File: config.mk
export PLATFORM = sky130hd
export DESIGN_NAME = pwq_qualifier
export DESIGN_NICKNAME = d
export VERILOG_FILES = /design/src/rtl/pwq_pkg.sv /design/src/rtl/pwq_edge_det.sv /design/src/rtl/pwq_span_ctr.sv /design/src/rtl/pwq_judge.sv /design/src/rtl/pwq_qualifier.sv
export SDC_FILE = /design/constraint.sdc
export NUM_CORES = 1
export LEC_CHECK = 0
export BUFFER_PORTS_ARGS = -buffer_cell sky130_fd_sc_hd__buf_2
export CAP_MARGIN = 20
export CORE_UTILIZATION = 50
export DETAILED_ROUTE_END_ITERATION = 6
export PLACE_DENSITY = 0.71
export SLEW_MARGIN = 20
export SYNTH_ARGS = -nofsm -noshare
export SYNTH_HDL_FRONTEND = slang
export SYNTH_SLANG_ARGS = --single-unit
File: constraint.sdc
create_clock -name clk -period 2.4 [get_ports clk]
set_clock_uncertainty 0.1 [all_clocks]
set_input_delay 0.48 -clock clk [delete_from_list [all_inputs] [get_ports clk]]
set_output_delay 0.48 -clock clk [all_outputs]
set_load 0.005 [all_outputs]
File: src/rtl/pwq_pkg.sv
package pwq_pkg;

  typedef enum logic {
    MEAS_WIDTH    = 1'b0,
    MEAS_INTERVAL = 1'b1
  } meas_mode_e;

  // Combine the two limit tests according to which are enabled.
  function automatic logic merge_tests(input logic le_ok,
                                       input logic ge_ok,
                                       input logic le_on,
                                       input logic ge_on,
                                       input logic any_side);
    case ({le_on, ge_on})
      2'b00:   return 1'b0;
      2'b10:   return le_ok;
      2'b01:   return ge_ok;
      default: return any_side ? (le_ok | ge_ok) : (le_ok & ge_ok);
    endcase
  endfunction

endpackage

File: src/rtl/pwq_edge_det.sv
module pwq_edge_det (
  input  logic clk,
  input  logic rst_n,
  input  logic src,
  input  logic sel_rise,
  output logic sel_edge,
  output logic opp_edge
);
  logic smp_now;
  logic smp_prev;
  logic rise_w;
  logic fall_w;

  always_ff @(posedge clk) begin
    if (!rst_n) begin
      smp_now  <= 1'b0;
      smp_prev <= 1'b0;
    end else begin
      smp_now  <= src;
      smp_prev <= smp_now;
    end
  end

  assign rise_w   = smp_now & ~smp_prev;
  assign fall_w   = ~smp_now & smp_prev;
  assign sel_edge = sel_rise ? rise_w : fall_w;
  assign opp_edge = sel_rise ? fall_w : rise_w;

endmodule

File: src/rtl/pwq_span_ctr.sv
module pwq_span_ctr #(
  parameter int CNT_W = 32
) (
  input  logic             clk,
  input  logic             rst_n,
  input  logic             restart,
  output logic [CNT_W-1:0] cnt
);
  localparam logic [CNT_W-1:0] CNT_MAX = '1;
  localparam logic [CNT_W-1:0] CNT_ONE = {{(CNT_W-1){1'b0}}, 1'b1};

  function automatic logic [CNT_W-1:0] sat_inc(input logic [CNT_W-1:0] v);
    return (v == CNT_MAX) ? v : v + CNT_ONE;
  endfunction

  always_ff @(posedge clk) begin
    if (!rst_n)       cnt <= '0;
    else if (restart) cnt <= CNT_ONE;
    else              cnt <= sat_inc(cnt);
  end

  // a restart begins the count at one cycle
  a_r2_restart_one: assert property (@(posedge clk) disable iff (!rst_n)
    restart |=> cnt == CNT_ONE);
  // the count holds at its maximum
  a_r7_hold_max: assert property (@(posedge clk) disable iff (!rst_n)
    (cnt == CNT_MAX && !restart) |=> cnt == CNT_MAX);
  // the count never wraps to zero
  a_r7_no_wrap: assert property (@(posedge clk) disable iff (!rst_n)
    !restart |=> cnt != '0);

endmodule

File: src/rtl/pwq_judge.sv
module pwq_judge #(
  parameter int CNT_W = 32
) (
  input  logic             clk,
  input  logic             rst_n,
  input  logic             capture,
  input  logic [CNT_W-1:0] le_lim,
  input  logic [CNT_W-1:0] ge_lim,
  input  logic             le_en,
  input  logic             ge_en,
  input  logic             use_or,
  input  logic [CNT_W-1:0] span,
  output logic             pass,
  output logic             any_en
);
  logic [CNT_W-1:0] le_q;
  logic [CNT_W-1:0] ge_q;
  logic             le_en_q;
  logic             ge_en_q;
  logic             or_q;

  function automatic logic at_most(input logic [CNT_W-1:0] v,
                                   input logic [CNT_W-1:0] lim);
    return v <= lim;
  endfunction

  function automatic logic at_least(input logic [CNT_W-1:0] v,
                                    input logic [CNT_W-1:0] lim);
    return v >= lim;
  endfunction

  always_ff @(posedge clk) begin
    if (!rst_n) begin
      le_q    <= '0;
      ge_q    <= '0;
      le_en_q <= 1'b0;
      ge_en_q <= 1'b0;
      or_q    <= 1'b0;
    end else if (capture) begin
      le_q    <= le_lim;
      ge_q    <= ge_lim;
      le_en_q <= le_en;
      ge_en_q <= ge_en;
      or_q    <= use_or;
    end
  end

  assign pass = pwq_pkg::merge_tests(at_most(span, le_q), at_least(span, ge_q),
                                     le_en_q, ge_en_q, or_q);
  assign any_en = le_en_q | ge_en_q;

  // captured settings hold between measurement starts
  a_r9_hold_limits: assert property (@(posedge clk) disable iff (!rst_n)
    !capture |=> ($stable(le_q) && $stable(ge_q) && $stable(or_q)));

endmodule

File: src/rtl/pwq_qualifier.sv
module pwq_qualifier #(
  parameter int CNT_W = 32
) (
  input  logic             clk,
  input  logic             rst_n,
  input  logic             src,
  input  logic             sel_rise,
  input  logic             meas_mode,
  input  logic [CNT_W-1:0] le_lim,
  input  logic [CNT_W-1:0] ge_lim,
  input  logic             le_en,
  input  logic             ge_en,
  input  logic             use_or,
  output logic             trig
);
  import pwq_pkg::*;

  meas_mode_e       mode_e;
  logic             mode_q;
  logic             pol_q;
  logic             cfg_chg;
  logic             sel_edge;
  logic             opp_edge;
  logic             start_ev;
  logic             end_ev;
  logic             armed;
  logic             pass;
  logic             any_en;
  logic             fire;
  logic [CNT_W-1:0] span;

  assign mode_e = meas_mode_e'(meas_mode);

  pwq_edge_det u_edge (
    .clk      (clk),
    .rst_n    (rst_n),
    .src      (src),
    .sel_rise (sel_rise),
    .sel_edge (sel_edge),
    .opp_edge (opp_edge)
  );

  assign start_ev = (mode_e == MEAS_INTERVAL) ? sel_edge : opp_edge;
  assign end_ev   = sel_edge;

  pwq_span_ctr #(.CNT_W(CNT_W)) u_ctr (
    .clk     (clk),
    .rst_n   (rst_n),
    .restart (start_ev),
    .cnt     (span)
  );

  pwq_judge #(.CNT_W(CNT_W)) u_judge (
    .clk     (clk),
    .rst_n   (rst_n),
    .capture (start_ev),
    .le_lim  (le_lim),
    .ge_lim  (ge_lim),
    .le_en   (le_en),
    .ge_en   (ge_en),
    .use_or  (use_or),
    .span    (span),
    .pass    (pass),
    .any_en  (any_en)
  );

  assign cfg_chg = (meas_mode != mode_q) | (sel_rise != pol_q);
  assign fire    = end_ev & armed & ~cfg_chg & pass;

  always_ff @(posedge clk) begin
    if (!rst_n) begin
      mode_q <= 1'b0;
      pol_q  <= 1'b0;
      armed  <= 1'b0;
      trig   <= 1'b0;
    end else begin
      mode_q <= meas_mode;
      pol_q  <= sel_rise;
      trig   <= fire;
      if (cfg_chg)                                armed <= 1'b0;
      else if (start_ev)                          armed <= 1'b1;
      else if (end_ev && mode_e == MEAS_WIDTH)    armed <= 1'b0;
    end
  end

  // a trigger lasts one cycle
  a_r10_one_cycle: assert property (@(posedge clk) disable iff (!rst_n)
    trig |=> !trig);
  // a trigger follows a selected edge
  a_r1_on_end_edge: assert property (@(posedge clk) disable iff (!rst_n)
    trig |-> $past(end_ev));
  // no trigger without a started measurement
  a_r8_needs_arm: assert property (@(posedge clk) disable iff (!rst_n)
    trig |-> $past(armed));
  // a change of mode or polarity suppresses the trigger
  a_r8_cfg_quiet: assert property (@(posedge clk) disable iff (!rst_n)
    $past(cfg_chg) |-> !trig);
  // a trigger requires at least one enabled test
  a_r6_needs_enable: assert property (@(posedge clk) disable iff (!rst_n)
    trig |-> $past(any_en));

endmodule

# ---- Word-level counts from Yosys, hierarchy flattened
# Cells that the tools add are included.
dict set report word_totals {
  ff_bits 105
  latchBits 0
  ramBits 0
  romBits 0
  in_bits 72
  memories 0
}
dict set report op_classes {
  addsub 1
  mul 0
  div_mod_pow 0
  n_lt_le_gt_ge 2
  n_eq_ne 6
  shift 0
  n_mux 9
  bitwise 13
  reduce_logical 5
}
# cell n
set op_table {}
lappend op_table {{$add A32 B1 Y32 const B} 1}
lappend op_table {{$eq A32 B32 Y1 const B} 1}
lappend op_table {{$ge A32 B32 Y1} 1}
lappend op_table {{$le A32 B32 Y1} 1}
lappend op_table {{$mux W1} 8}
lappend op_table {{$and A1 B1 Y1} 6}
lappend op_table {{$not A1 Y1} 5}
lappend op_table {{$reduce_or A2 Y1} 2}
lappend op_table {{$pmux W1 S3} 1}
lappend op_table {{$eq A2 B1 Y1 const B} 1}
lappend op_table {{$eq A2 B2 Y1 const B} 1}
lappend op_table {{$logic_not A2 Y1} 1}
lappend op_table {{$ne A1 B1 Y1} 2}
lappend op_table {{$ne A2 B2 Y1 const B} 1}
lappend op_table {{$or A1 B1 Y1} 2}
lappend op_table {{$reduce_bool A2 Y1} 1}
lappend op_table {{$logic_and A1 B1 Y1} 1}

# ---- Depth between registers and ports, before layout
# Gate-level depths: netlist of run 1.
dict set report logic_depth {
  depth_word 6
  depth_mapped 9
  depth_no_buf 9
}

# ---- Hierarchy
# Synthesis of run 1 repeated with hierarchy kept, for this count alone.
dict set report hier_totals {
  cells_unflattened 669
  area_unflattened_um2 6192.2
}
# mod n_inst cells_each area_per_inst_um2
set by_module_without_submodules {}
lappend by_module_without_submodules {pwq_judge 1 448 4194.0}
lappend by_module_without_submodules {pwq_span_ctr 1 198 1751.7}
lappend by_module_without_submodules {pwq_qualifier 1 15 161.4}
lappend by_module_without_submodules {pwq_edge_det 1 8 85.1}

# ---- Worst setup path after synthesis of run 1
# Ideal clock, no wire load.
dict set report synth_path {
  path_kind {flip-flop to flip-flop}
  start {reg u_ctr.cnt[13]}
  end {reg trig}
  setup_ns 0.078
  arrival_time_ns 2.006
  required_ns 2.222
  path_slack_ns 0.217
  path_stages_with_launch 9
  n_path_buf 0
  period_less_slack_ns 2.183
  cell_sequence {dfxtp_1 -> ha_1 -> nand4_1 -> nor3_1 -> a21boi_0 -> or4b_2 -> a31oi_1 -> a211oi_1 -> nor3_1}
}
dict set report synth_between {
  elab_chain_len 5
  word_cells_on_any_way 7
  classes_between {2 x order compare; 2 x mux; 3 x bitwise}
}
# element line
set synth_lines {}
lappend synth_lines {{start, declared} pwq_span_ctr.sv:7} ;# output logic [CNT_W-1:0] cnt
lappend synth_lines {{start signal, assigned} pwq_span_ctr.sv:19} ;# else cnt <= sat_inc(cnt);
lappend synth_lines {{$le A32 B32 Y1 or $ge A32 B32 Y1 (tied branches)} {pwq_judge.sv:24, pwq_judge.sv:29}}
lappend synth_lines {{$and A1 B1 Y1 or $or A1 B1 Y1 (tied branches)} pwq_pkg.sv:18} ;# default: return any_side ? (le_ok | ge_ok) : (le_ok & ge_ok);
lappend synth_lines {{$mux W1} pwq_pkg.sv:18}
lappend synth_lines {{$pmux W1 S3 *} pwq_pkg.sv:14} ;# case ({le_on, ge_on})
lappend synth_lines {{$and A1 B1 Y1 *} pwq_qualifier.sv:68} ;# assign fire = end_ev & armed & ~cfg_chg & pass;
lappend synth_lines {{end signal, assigned} pwq_qualifier.sv:79} ;# trig <= fire;
lappend synth_lines {{end, declared} pwq_qualifier.sv:14} ;# output logic trig
# Every way passes the cells marked *; elsewhere a longest branch is shown, timed or not.
# A chain may end at the register's enable or synchronous reset.

# ---- Worst setup path in the final report of run 1
dict set report layout_path {
  start {reg u_ctr.cnt[18]}
  end {reg trig}
}
# The elaborated chain is that of the path after synthesis.

==> results.py, run 1 <==
metrics = {
    "outcome": {
        "outcome": "complete, no violations",
    },
    "floorplan": {
        "num_rows": 39,
        "die-area_um2": 12140,
        "start_util": 0.5125,
        "core_area_um2": 11420,
        "pin_count": 73,
        "die_w_um": 110.2,
        "die_height_um": 110.2,
    },
    "cts": {
        "cts_root_buf": "clkbuf_16",
        "clk_latency_ns": 0.35,
        "cts.sinks": 105,
        "clock_path_buffers": 2,
        "cts_tree": "done",
        "cts_made_buffers": 9,
        "hold_buffers": 0,
        "path_clk_slew_ns": 0.07,
        "h-tree-depth": 3,
    },
    "finish": {
        "fin_nets": 938,
        "multiInputGateArea_um2": 3423,
        "antenna_cells": 0,
        "area_growth_pct": 17.19,
        "drive_gt1_frac": 0.1727,
        "final.fill_count": 1003,
        "seq_area_um2": 2105,
        "fin_cells": 948,
    },
    "timing": {
        "period_needed_ns": 2.255,
        "max_clock_freq_mhz": 443.5,
        "drv_slew": 0,
        "setup_violations": 0,
        "finalCritPeriodShare": 0.9396,
        "fin_setup_tns_ns": 0,
        "maxSlewHeadroom": 0.6671,
        "rsz0062_at_grt": "no",
        "hold_viol": 0,
        "worst_pin_slew_ns": 0.4952,
    },
    "yosys": {
        "async_flop_share": 0,
        "syn-num-nets": 844,
        "syn_avg_cell_area_um2": 8.277,
        "netlist_instances": 707,
        "synthTopCellsByCount": "nand2_1 (150), dfxtp_1 (105), a21boi_0 (69), inv_1 (68), ha_1 (65)",
        "synth_seq_cells": 105,
        "synth_flop_cell": "dfxtp_1",
        "synth_area_um2": 5852,
        "synth_edf_count": 0,
        "yosys_warnings": 0,
        "synthTopCellsByArea": "dfxtp_1 (36%), ha_1 (14%), nand2_1 (9.6%), a21boi_0 (8.9%), inv_1 (4.4%)",
        "synth_top_area_share": 0.3592,
        "synth.most_common_cell": "nand2_1",
        "synth.distinct_cells": 50,
        "ys_seq_area_frac": 0.3592,
        "yosys.area.top_type": "dfxtp_1",
    },
    "route": {
        "antenna_left": 0,
        "drt-initial-drc-count": 191,
        "vias_per_cell": 5.324,
        "routedWlPerCell_um": 14.20,
        "first_pass_iters": 5,
        "vias": 5047,
        "drc_errors": 0,
        "drt-total-wl_um": 13460,
    },
    "setup_path": {
        "critPathTopFamily": "simple AND/OR/NAND/NOR gates",
        "crit_buf_inv": 1,
        "reg2regPathDepth": 9,
        "crit_path_start_kind": "flop",
        "path_cells": "ha_1, nand4_1, nor4_1, buf_4, nand4_1, o31a_1, a31oi_4, a211oi_1, nor3_1",
        "r2r_setup_slack_ns": 0.15,
        "path_class": "flop to flop",
        "path_common_cell": "nand4_1",
        "slowest_delay_ns": 0.38,
        "crit_required_ns": 2.56,
        "cp-end-kind": "flop",
        "crit_slowest_cell": "dfxtp_1",
        "critPathMaxFanout": 4,
        "cp_num_cells": 9,
        "crit_arrival_ns": 2.41,
    },
    "worst_hold_path": {
        "whs_path_depth": 2,
        "min_path_type": "input port to flop",
    },
    "power_and_ir_drop": {
        "irDropWorstVdd_v": 0.0004106,
        "p_leak_nw": 2.844,
        "powerDensity_nw_per_um2": 531.2,
    },
    "global_route": {
        "overflow": 0,
        "grt_pass1_vias": 4855,
        "grt_max_degree": 40,
        "track_usage": 0.2395,
        "antenna_found_initial": 0,
        "grt_pass1_wl_um": 22510,
    },
    "place": {
        "numPortBuffers": 72,
        "dp_cells": 932,
        "gp_congestion": 0.9180,
        "dp_hpwl_um": 10440,
    },
    "run": {
        "drv_cap": 0,
    },
}
[worst paths after layout]
| kind | startpoint | endpoint |
|---|---|---|
| setup / recovery | u_ctr.cnt[18] | trig |
| hold / removal | src | u_edge.smp_now |
| setup reg to reg | u_ctr.cnt[18] | trig |
| hold reg to reg | u_judge.le_q[9] | u_judge.le_q[9] |
[where the power goes]
part           leakage [nW]  switching [W]  internal, W
registers             0.854      0.0000381      0.00181
clock network         0.124       0.000609     0.000729
logic                  1.87       0.000254     0.000205
[through the flow]
step / total power (W) / hold WS [ns] / utilization / setup slack [ns] / area, µm²
after detailed placement: 0.002334 / 0.3539 / 0.5752 / 0.02699 / 6568
after CTS: 0.003666 / 0.2375 / 0.5983 / 0.01643 / 6832
final: 0.003643 / 0.2450 / 0.6006 / 0.1451 / 6858
after global routing: 0.003815 / 0.2389 / 0.6006 / 0.003892 / 6858
after global placement: 0.002311 / 0.3494 / 0.5752 / 0.1503 / 6568
after floorplan: 0.002158 / 0.3356 / - / 0.2167 / 5852
[area by class of cell]
cell class | count | share of cell area
Tap cell | 143 | 0.02609
Timing Repair Buffer | 109 | 0.09305
Clock buffer | 15 | 0.03758
Multi-Input combinational cell | 508 | 0.4992
Sequential cell | 105 | 0.3069
Inverter | 68 | 0.03722
[sequential cells by signal (all words and copies together) (netlist names)]
register / flops
u_ctr.cnt: 32
trig: 1
u_judge.le_en_q: 1
u_edge.smp_prev: 1
pol_q: 1
u_judge.ge_q: 32
u_edge.smp_now: 1
mode_q: 1
armed: 1
u_judge.le_q: 32
u_judge.ge_en_q: 1
u_judge.or_q: 1
[layer usage]
layer | up-vias | part of all wire | global-route usage
li1 | 2586 | - | -
met2 | 104 | 0.44 | 0.3777
met1 | 2329 | 0.48 | 0.3237
met4 | 0 | 0.028 | 0.1100
met3 | 28 | 0.043 | 0.03410
met5 | - | 0 | 0
[timing repair]
action | CTS | global route
pin swaps | 0 | 4
resized for setup | 1 | 5
buffers inserted | 0 | 1
setup endpoints to repair | 1 | 2
cloned | 0 | 0
hold endpoints to repair | 0 | 0
[cell usage in the layout (no fill, tap or decap), drive strengths merged, types with 4 or more instances in the layout]
cell type | synthesis | final
a211oi | 4 | 4
a21boi | 69 | 69
a21o | 15 | 15
a21oi | 31 | 31
and2 | 7 | 7
and3 | 5 | 5
and4 | 4 | 4
buf | 5 | 109
clkbuf | 21 | 15
dfxtp | 105 | 105
ha | 65 | 65
inv | 68 | 68
nand2 | 150 | 150
nand2b | 5 | 5
nand3 | 21 | 21
nand4 | 19 | 19
nor2 | 26 | 26
nor3 | 12 | 12
nor4 | 4 | 4
o21ai | 15 | 15
or3 | 9 | 9
xnor2 | 16 | 16
xor2 | 6 | 6
[logic make-up (layout without fill, tap and decap cells)]
kind of cell,Yosys count,in the layout,share of synthesized area
compound gates,149,149,0.1753
xor+xnor,22,22,0.03293
fa+ha+maj,65,65,0.1390
buf+inv,94,192,0.06179
flops,105,105,0.3592
mux,1,1,0.001711
simple gates,271,271,0.2301
(Power assumes the default switching activity.)
==> run 2, diff against run 1 <==
--- a/config.mk
+++ b/config.mk
@@ -7,10 +7,10 @@
 export LEC_CHECK = 0
 export BUFFER_PORTS_ARGS = -buffer_cell sky130_fd_sc_hd__buf_2
 export CAP_MARGIN = 20
-export CORE_UTILIZATION = 50
+export CORE_UTILIZATION = 59
 export DETAILED_ROUTE_END_ITERATION = 6
-export PLACE_DENSITY = 0.71
-export SLEW_MARGIN = 20
+export PLACE_DENSITY = 0.82
+export SLEW_MARGIN = 30
 export SYNTH_ARGS = -nofsm -noshare
 export SYNTH_HDL_FRONTEND = slang
 export SYNTH_SLANG_ARGS = --single-unit
==> results.py, run 2 (synthesis results as in run 1) <==
metrics = {
    "cts": {
        "hold_buffers": 0,
        "h-tree-depth": 3,
        "cts.sinks": 105,
        "cts_root_buf": "clkbuf_8",
        "path_clk_slew_ns": 0.10,
        "cts_tree": "done",
        "cts_made_buffers": 9,
        "clk_latency_ns": 0.37,
        "clock_path_buffers": 2,
    },
    "timing": {
        "setup_violations": 0,
        "period_needed_ns": 2.324,
        "worst_pin_slew_ns": 0.5167,
        "hold_viol": 0,
        "fin_setup_tns_ns": 0,
        "drv_slew": 0,
        "maxSlewHeadroom": 0.6526,
        "finalCritPeriodShare": 0.9683,
        "rsz0062_at_grt": "no",
        "max_clock_freq_mhz": 430.3,
    },
    "global_route": {
        "grt_pass1_vias": 4898,
        "grt_pass1_wl_um": 21710,
        "grt_max_degree": 54,
        "track_usage": 0.2678,
        "antenna_found_initial": 0,
        "overflow": 0,
    },
    "finish": {
        "final_common_cell": "nand2_1",
        "area_growth_pct": 15.24,
        "most-common-layout-cells": "nand2_1 (150), dfxtp_1 (103), buf_2 (72)",
        "fin_nets": 936,
        "drive_gt1_frac": 0.1756,
        "antenna_cells": 0,
        "stdcell_area_um2": 6744,
        "reg.largest.list": "u_ctr.cnt (32), u_judge.ge_q (32), u_judge.le_q (32)",
        "multiInputGateArea_um2": 3426,
        "final.fill_count": 716,
        "seq_area_um2": 2105,
    },
    "place": {
        "numPortBuffers": 72,
        "dp_hpwl_um": 10250,
        "gp_congestion": 0.8616,
        "dpl-instance-area_um2": 6548,
    },
    "run": {
        "drv_cap": 0,
    },
    "setup_path": {
        "critPathMaxFanout": 4,
        "path_class": "flop to flop",
        "critPathTopFamily": "simple AND/OR/NAND/NOR gates",
        "crit_buf_inv": 1,
        "crit_arrival_ns": 2.49,
        "path_cells": "buf_4, ha_1, nand4_1, or4_1, a21oi_1, a211oi_1, nor3_1",
        "slowest_delay_ns": 0.60,
        "cp-end-kind": "flop",
        "crit_path_start_kind": "flop",
        "crit_required_ns": 2.57,
        "r2r_setup_slack_ns": 0.08,
        "crit_slowest_cell": "or4_1",
    },
    "route": {
        "drt-total-wl_um": 13320,
        "routedWlPerCell_um": 14.29,
        "first_pass_iters": 5,
        "vias_per_cell": 5.500,
        "vias": 5126,
        "drt-initial-drc-count": 216,
        "drc_errors": 0,
        "antenna_left": 0,
    },
    "power_and_ir_drop": {
        "p_leak_nw": 2.794,
        "powerDensity_nw_per_um2": 486.6,
        "power.total_w": 0.003282,
        "irDropWorstVdd_v": 0.0003379,
    },
    "floorplan": {
        "die-area_um2": 10320,
        "num_rows": 35,
        "core_area_um2": 9415,
        "start_util": 0.6215,
        "die_w_um": 101.6,
        "die_height_um": 101.6,
        "pin_count": 73,
    },
    "outcome": {
        "outcome": "complete, no violations",
    },
    "worst_hold_path": {
        "min_path_type": "input port to flop",
    },
}
run 2: repair_timing:
action / 4_1_cts / 5_1_grt
setup buffers: 0 / 1
resized for setup: 0 / 6
setup endpoints to repair: 0 / 1
run 2: final timing paths:
path                    start               end  cells after the start
max             u_ctr.cnt[30]              trig                      7
min                       src    u_edge.smp_now                      2
max reg2reg     u_ctr.cnt[30]              trig                      7
min reg2reg  u_judge.le_q[24]  u_judge.le_q[24]                      2
run 2: stage by stage:
stage / cells / hold WS (ns) / setup slack, ns / utilization
4_1_cts: 931 / 0.2138 / 0.06754 / 0.7126
3_5_place_dp: 916 / 0.3554 / 0.09754 / 0.6954
5_1_grt: 932 / 0.2060 / 0.004872 / 0.7163
2_1_floorplan: 707 / 0.3356 / 0.2167 / -
3_3_place_gp: 916 / 0.3497 / 0.1522 / 0.6954
6_report: 932 / 0.2184 / 0.07604 / 0.7163
run 2: report_power, final:
part	total (W)	leakage, nW	internal (W)	switching (W)
Combinational	0.000458	1.86	0.000205	0.000254
Sequential	0.00185	0.854	0.00181	0.0000398
Clock	0.000976	0.0781	0.000371	0.000605
Total	0.00328	2.79	0.00238	0.000899
run 2: per-layer routing:
| layer | track usage | vias to the layer above | share of wire |
|---|---|---|---|
| met2 | 0.4600 | 146 | 0.47 |
| met4 | 0.07358 | 0 | 0.013 |
| met5 | 0 | - | 0 |
| met3 | 0.04624 | 19 | 0.052 |
| met1 | 0.3453 | 2374 | 0.46 |
| li1 | - | 2587 | - |
run 2: area by class of cell:
cell class	instances	area share
clock buffers	10	0.01892
clock inverters	5	0.005009
multi-input cells	508	0.5080
flip-flops and latches	105	0.3121
well taps	129	0.02393
repair buffers	107	0.09425
inverters	68	0.03785
==> run 3, diff against run 2 <==
--- a/config.mk
+++ b/config.mk
@@ -10,6 +10,7 @@
 export CORE_UTILIZATION = 59
 export DETAILED_ROUTE_END_ITERATION = 6
 export PLACE_DENSITY = 0.82
+export REMOVE_ABC_BUFFERS = 1
 export SLEW_MARGIN = 30
 export SYNTH_ARGS = -nofsm -noshare
 export SYNTH_HDL_FRONTEND = slang
==> results.py, run 3 (synthesis results as in run 1) <==
metrics = {
    "outcome": {
        "outcome": "complete, no violations",
    },
    "global_route": {
        "track_usage": 0.2717,
        "overflow": 0,
        "antenna_found_initial": 0,
        "use_met2": 0.4600,
        "top_usage_layer": "met2",
        "grtUsageMet1": 0.3372,
        "grt_max_degree": 68,
        "grt_pass1_wl_um": 22030,
        "use_met3": 0.05245,
        "grt_pass1_vias": 4950,
    },
    "finish": {
        "reg.largest.list": "u_ctr.cnt (32), u_judge.ge_q (32), u_judge.le_q (32)",
        "most-common-layout-cells": "nand2_1 (150), dfxtp_1 (94), buf_2 (72)",
        "fin_nets": 929,
        "fin_cells": 926,
        "antenna_cells": 0,
        "drive_gt1_frac": 0.1907,
        "area_growth_pct": 16.12,
        "final_common_cell": "nand2_1",
    },
    "timing": {
        "period_needed_ns": 2.362,
        "finalCritPeriodShare": 0.9842,
        "hold_viol": 0,
        "rsz0062_at_grt": "yes",
        "max_clock_freq_mhz": 423.4,
        "hold_slack_ns": 0.2023,
        "setup_violations": 0,
        "drv_slew": 0,
        "maxSlewHeadroom": 0.6854,
        "worst_pin_slew_ns": 0.4679,
    },
    "cts": {
        "clock_path_buffers": 2,
        "cts_tree": "done",
        "h-tree-depth": 3,
        "clk_latency_ns": 0.38,
        "cts.sinks": 105,
        "cts_made_buffers": 9,
        "hold_buffers": 0,
        "cts_root_buf": "clkbuf_8",
        "path_clk_slew_ns": 0.10,
    },
    "setup_path": {
        "slowest_delay_ns": 0.66,
        "path_class": "flop to flop",
        "path_common_cell": "nor3_1",
        "crit_slowest_cell": "or4b_2",
        "critPathMaxFanout": 4,
        "rr_endpoint": "trig",
        "crit_required_ns": 2.60,
        "crit_arrival_ns": 2.57,
        "r2r_start": "u_ctr.cnt[11]",
        "critPathLaunch": "u_ctr.cnt[11]",
        "cp-end-kind": "flop",
        "cp-endpoint": "trig",
        "path_cells": "ha_1, nand4_1, nor3_1, a21boi_0, or4b_2, a31oi_4, a211oi_2, nor3_1",
        "r2r_setup_slack_ns": 0.04,
        "crit_path_start_kind": "flop",
        "reg2regPathDepth": 8,
    },
    "floorplan": {
        "core_area_um2": 9415,
        "die-area_um2": 10320,
        "pin_count": 73,
        "start_util": 0.6215,
        "die_w_um": 101.6,
        "num_rows": 35,
        "die_height_um": 101.6,
    },
    "place": {
        "gp_congestion": 0.8947,
        "dp_cells": 907,
        "numPortBuffers": 72,
        "dp_hpwl_um": 9623,
    },
    "route": {
        "first_pass_iters": 5,
        "drt-total-wl_um": 13340,
        "routedWlPerCell_um": 14.40,
        "drt-initial-drc-count": 236,
        "drc_errors": 0,
        "vias": 5092,
        "antenna_left": 0,
        "vias_per_cell": 5.499,
    },
    "power_and_ir_drop": {
        "p_leak_nw": 2.765,
        "irDropWorstVdd_v": 0.0004282,
        "power.total_w": 0.003446,
        "powerDensity_nw_per_um2": 507.0,
    },
    "worst_hold_path": {
        "min_path_type": "input port to flop",
    },
    "run": {
        "drv_cap": 0,
    },
}
[run 3: cell types whose count changed in the layout (fill, tap and decap cells not counted), sizes merged]
cell,change
buf,-7
clkinv,-1
bufinv,+1
inv,+1
[run 3: where the power goes]
group	switching [W]	internal (W)
Clock	0.000633	0.000487
Combinational	0.000266	0.000213
Sequential	0.0000381	0.00181
[run 3: timing repair]
item	4_1_cts	5_1_grt
buffers inserted	0	3
pin swaps	0	8
setup endpoints to repair	1	2
resized for setup	1	21
[run 3: area by class of cell]
type / instances / area, µm²
Sequential cell: 105 / 2116
Fill cell: 735 / 2620
Tap cell: 129 / 161.4
Timing Repair Buffer: 100 / 583.1
Multi-Input combinational cell: 508 / 3485
Clock buffer: 10 / 127.6
Clock inverter: 6 / 67.56
Inverter: 68 / 255.2
[run 3: critical path: cells and delay by family (launching register included)]
kind	cells	cell delay [ns]
adder cells (fa/ha/maj)	1	0.35
flip-flops	1	0.36
AND/OR/NAND/NOR	4	1.07
AO/OA/AOI/OAI	3	0.41
[run 3: worst min path at each step]
stage	depth (start not counted)	startpoint	endpoint
3_5_place_dp	2	u_judge.ge_q[1]	u_judge.ge_q[1]
6_report	2	src	u_edge.smp_now
2_1_floorplan	1	u_edge.smp_now	u_edge.smp_prev
3_3_place_gp	1	u_edge.smp_now	u_edge.smp_prev
5_1_grt	2	src	u_edge.smp_now
4_1_cts	2	src	u_edge.smp_now
[run 3: layer usage]
metal | part of all wire | wire length [µm]
met4 | 0.027 | 357
met3 | 0.044 | 590
met5 | 0 | 0
met2 | 0.49 | 6484
met1 | 0.44 | 5903
[run 3: per-stage QoR]
step	instance area [µm²]	utilization	setup TNS [ns]	worst slack, ns
floorplan	5746	-	-173.64	-2.686
global placement	6480	0.6882	0	0.07746
detailed placement	6480	0.6882	0	0.002774
CTS	6681	0.7096	0	0.02348
global route	6795	0.7217	-0.07830	-0.07830
finish	6795	0.7217	0	0.03802
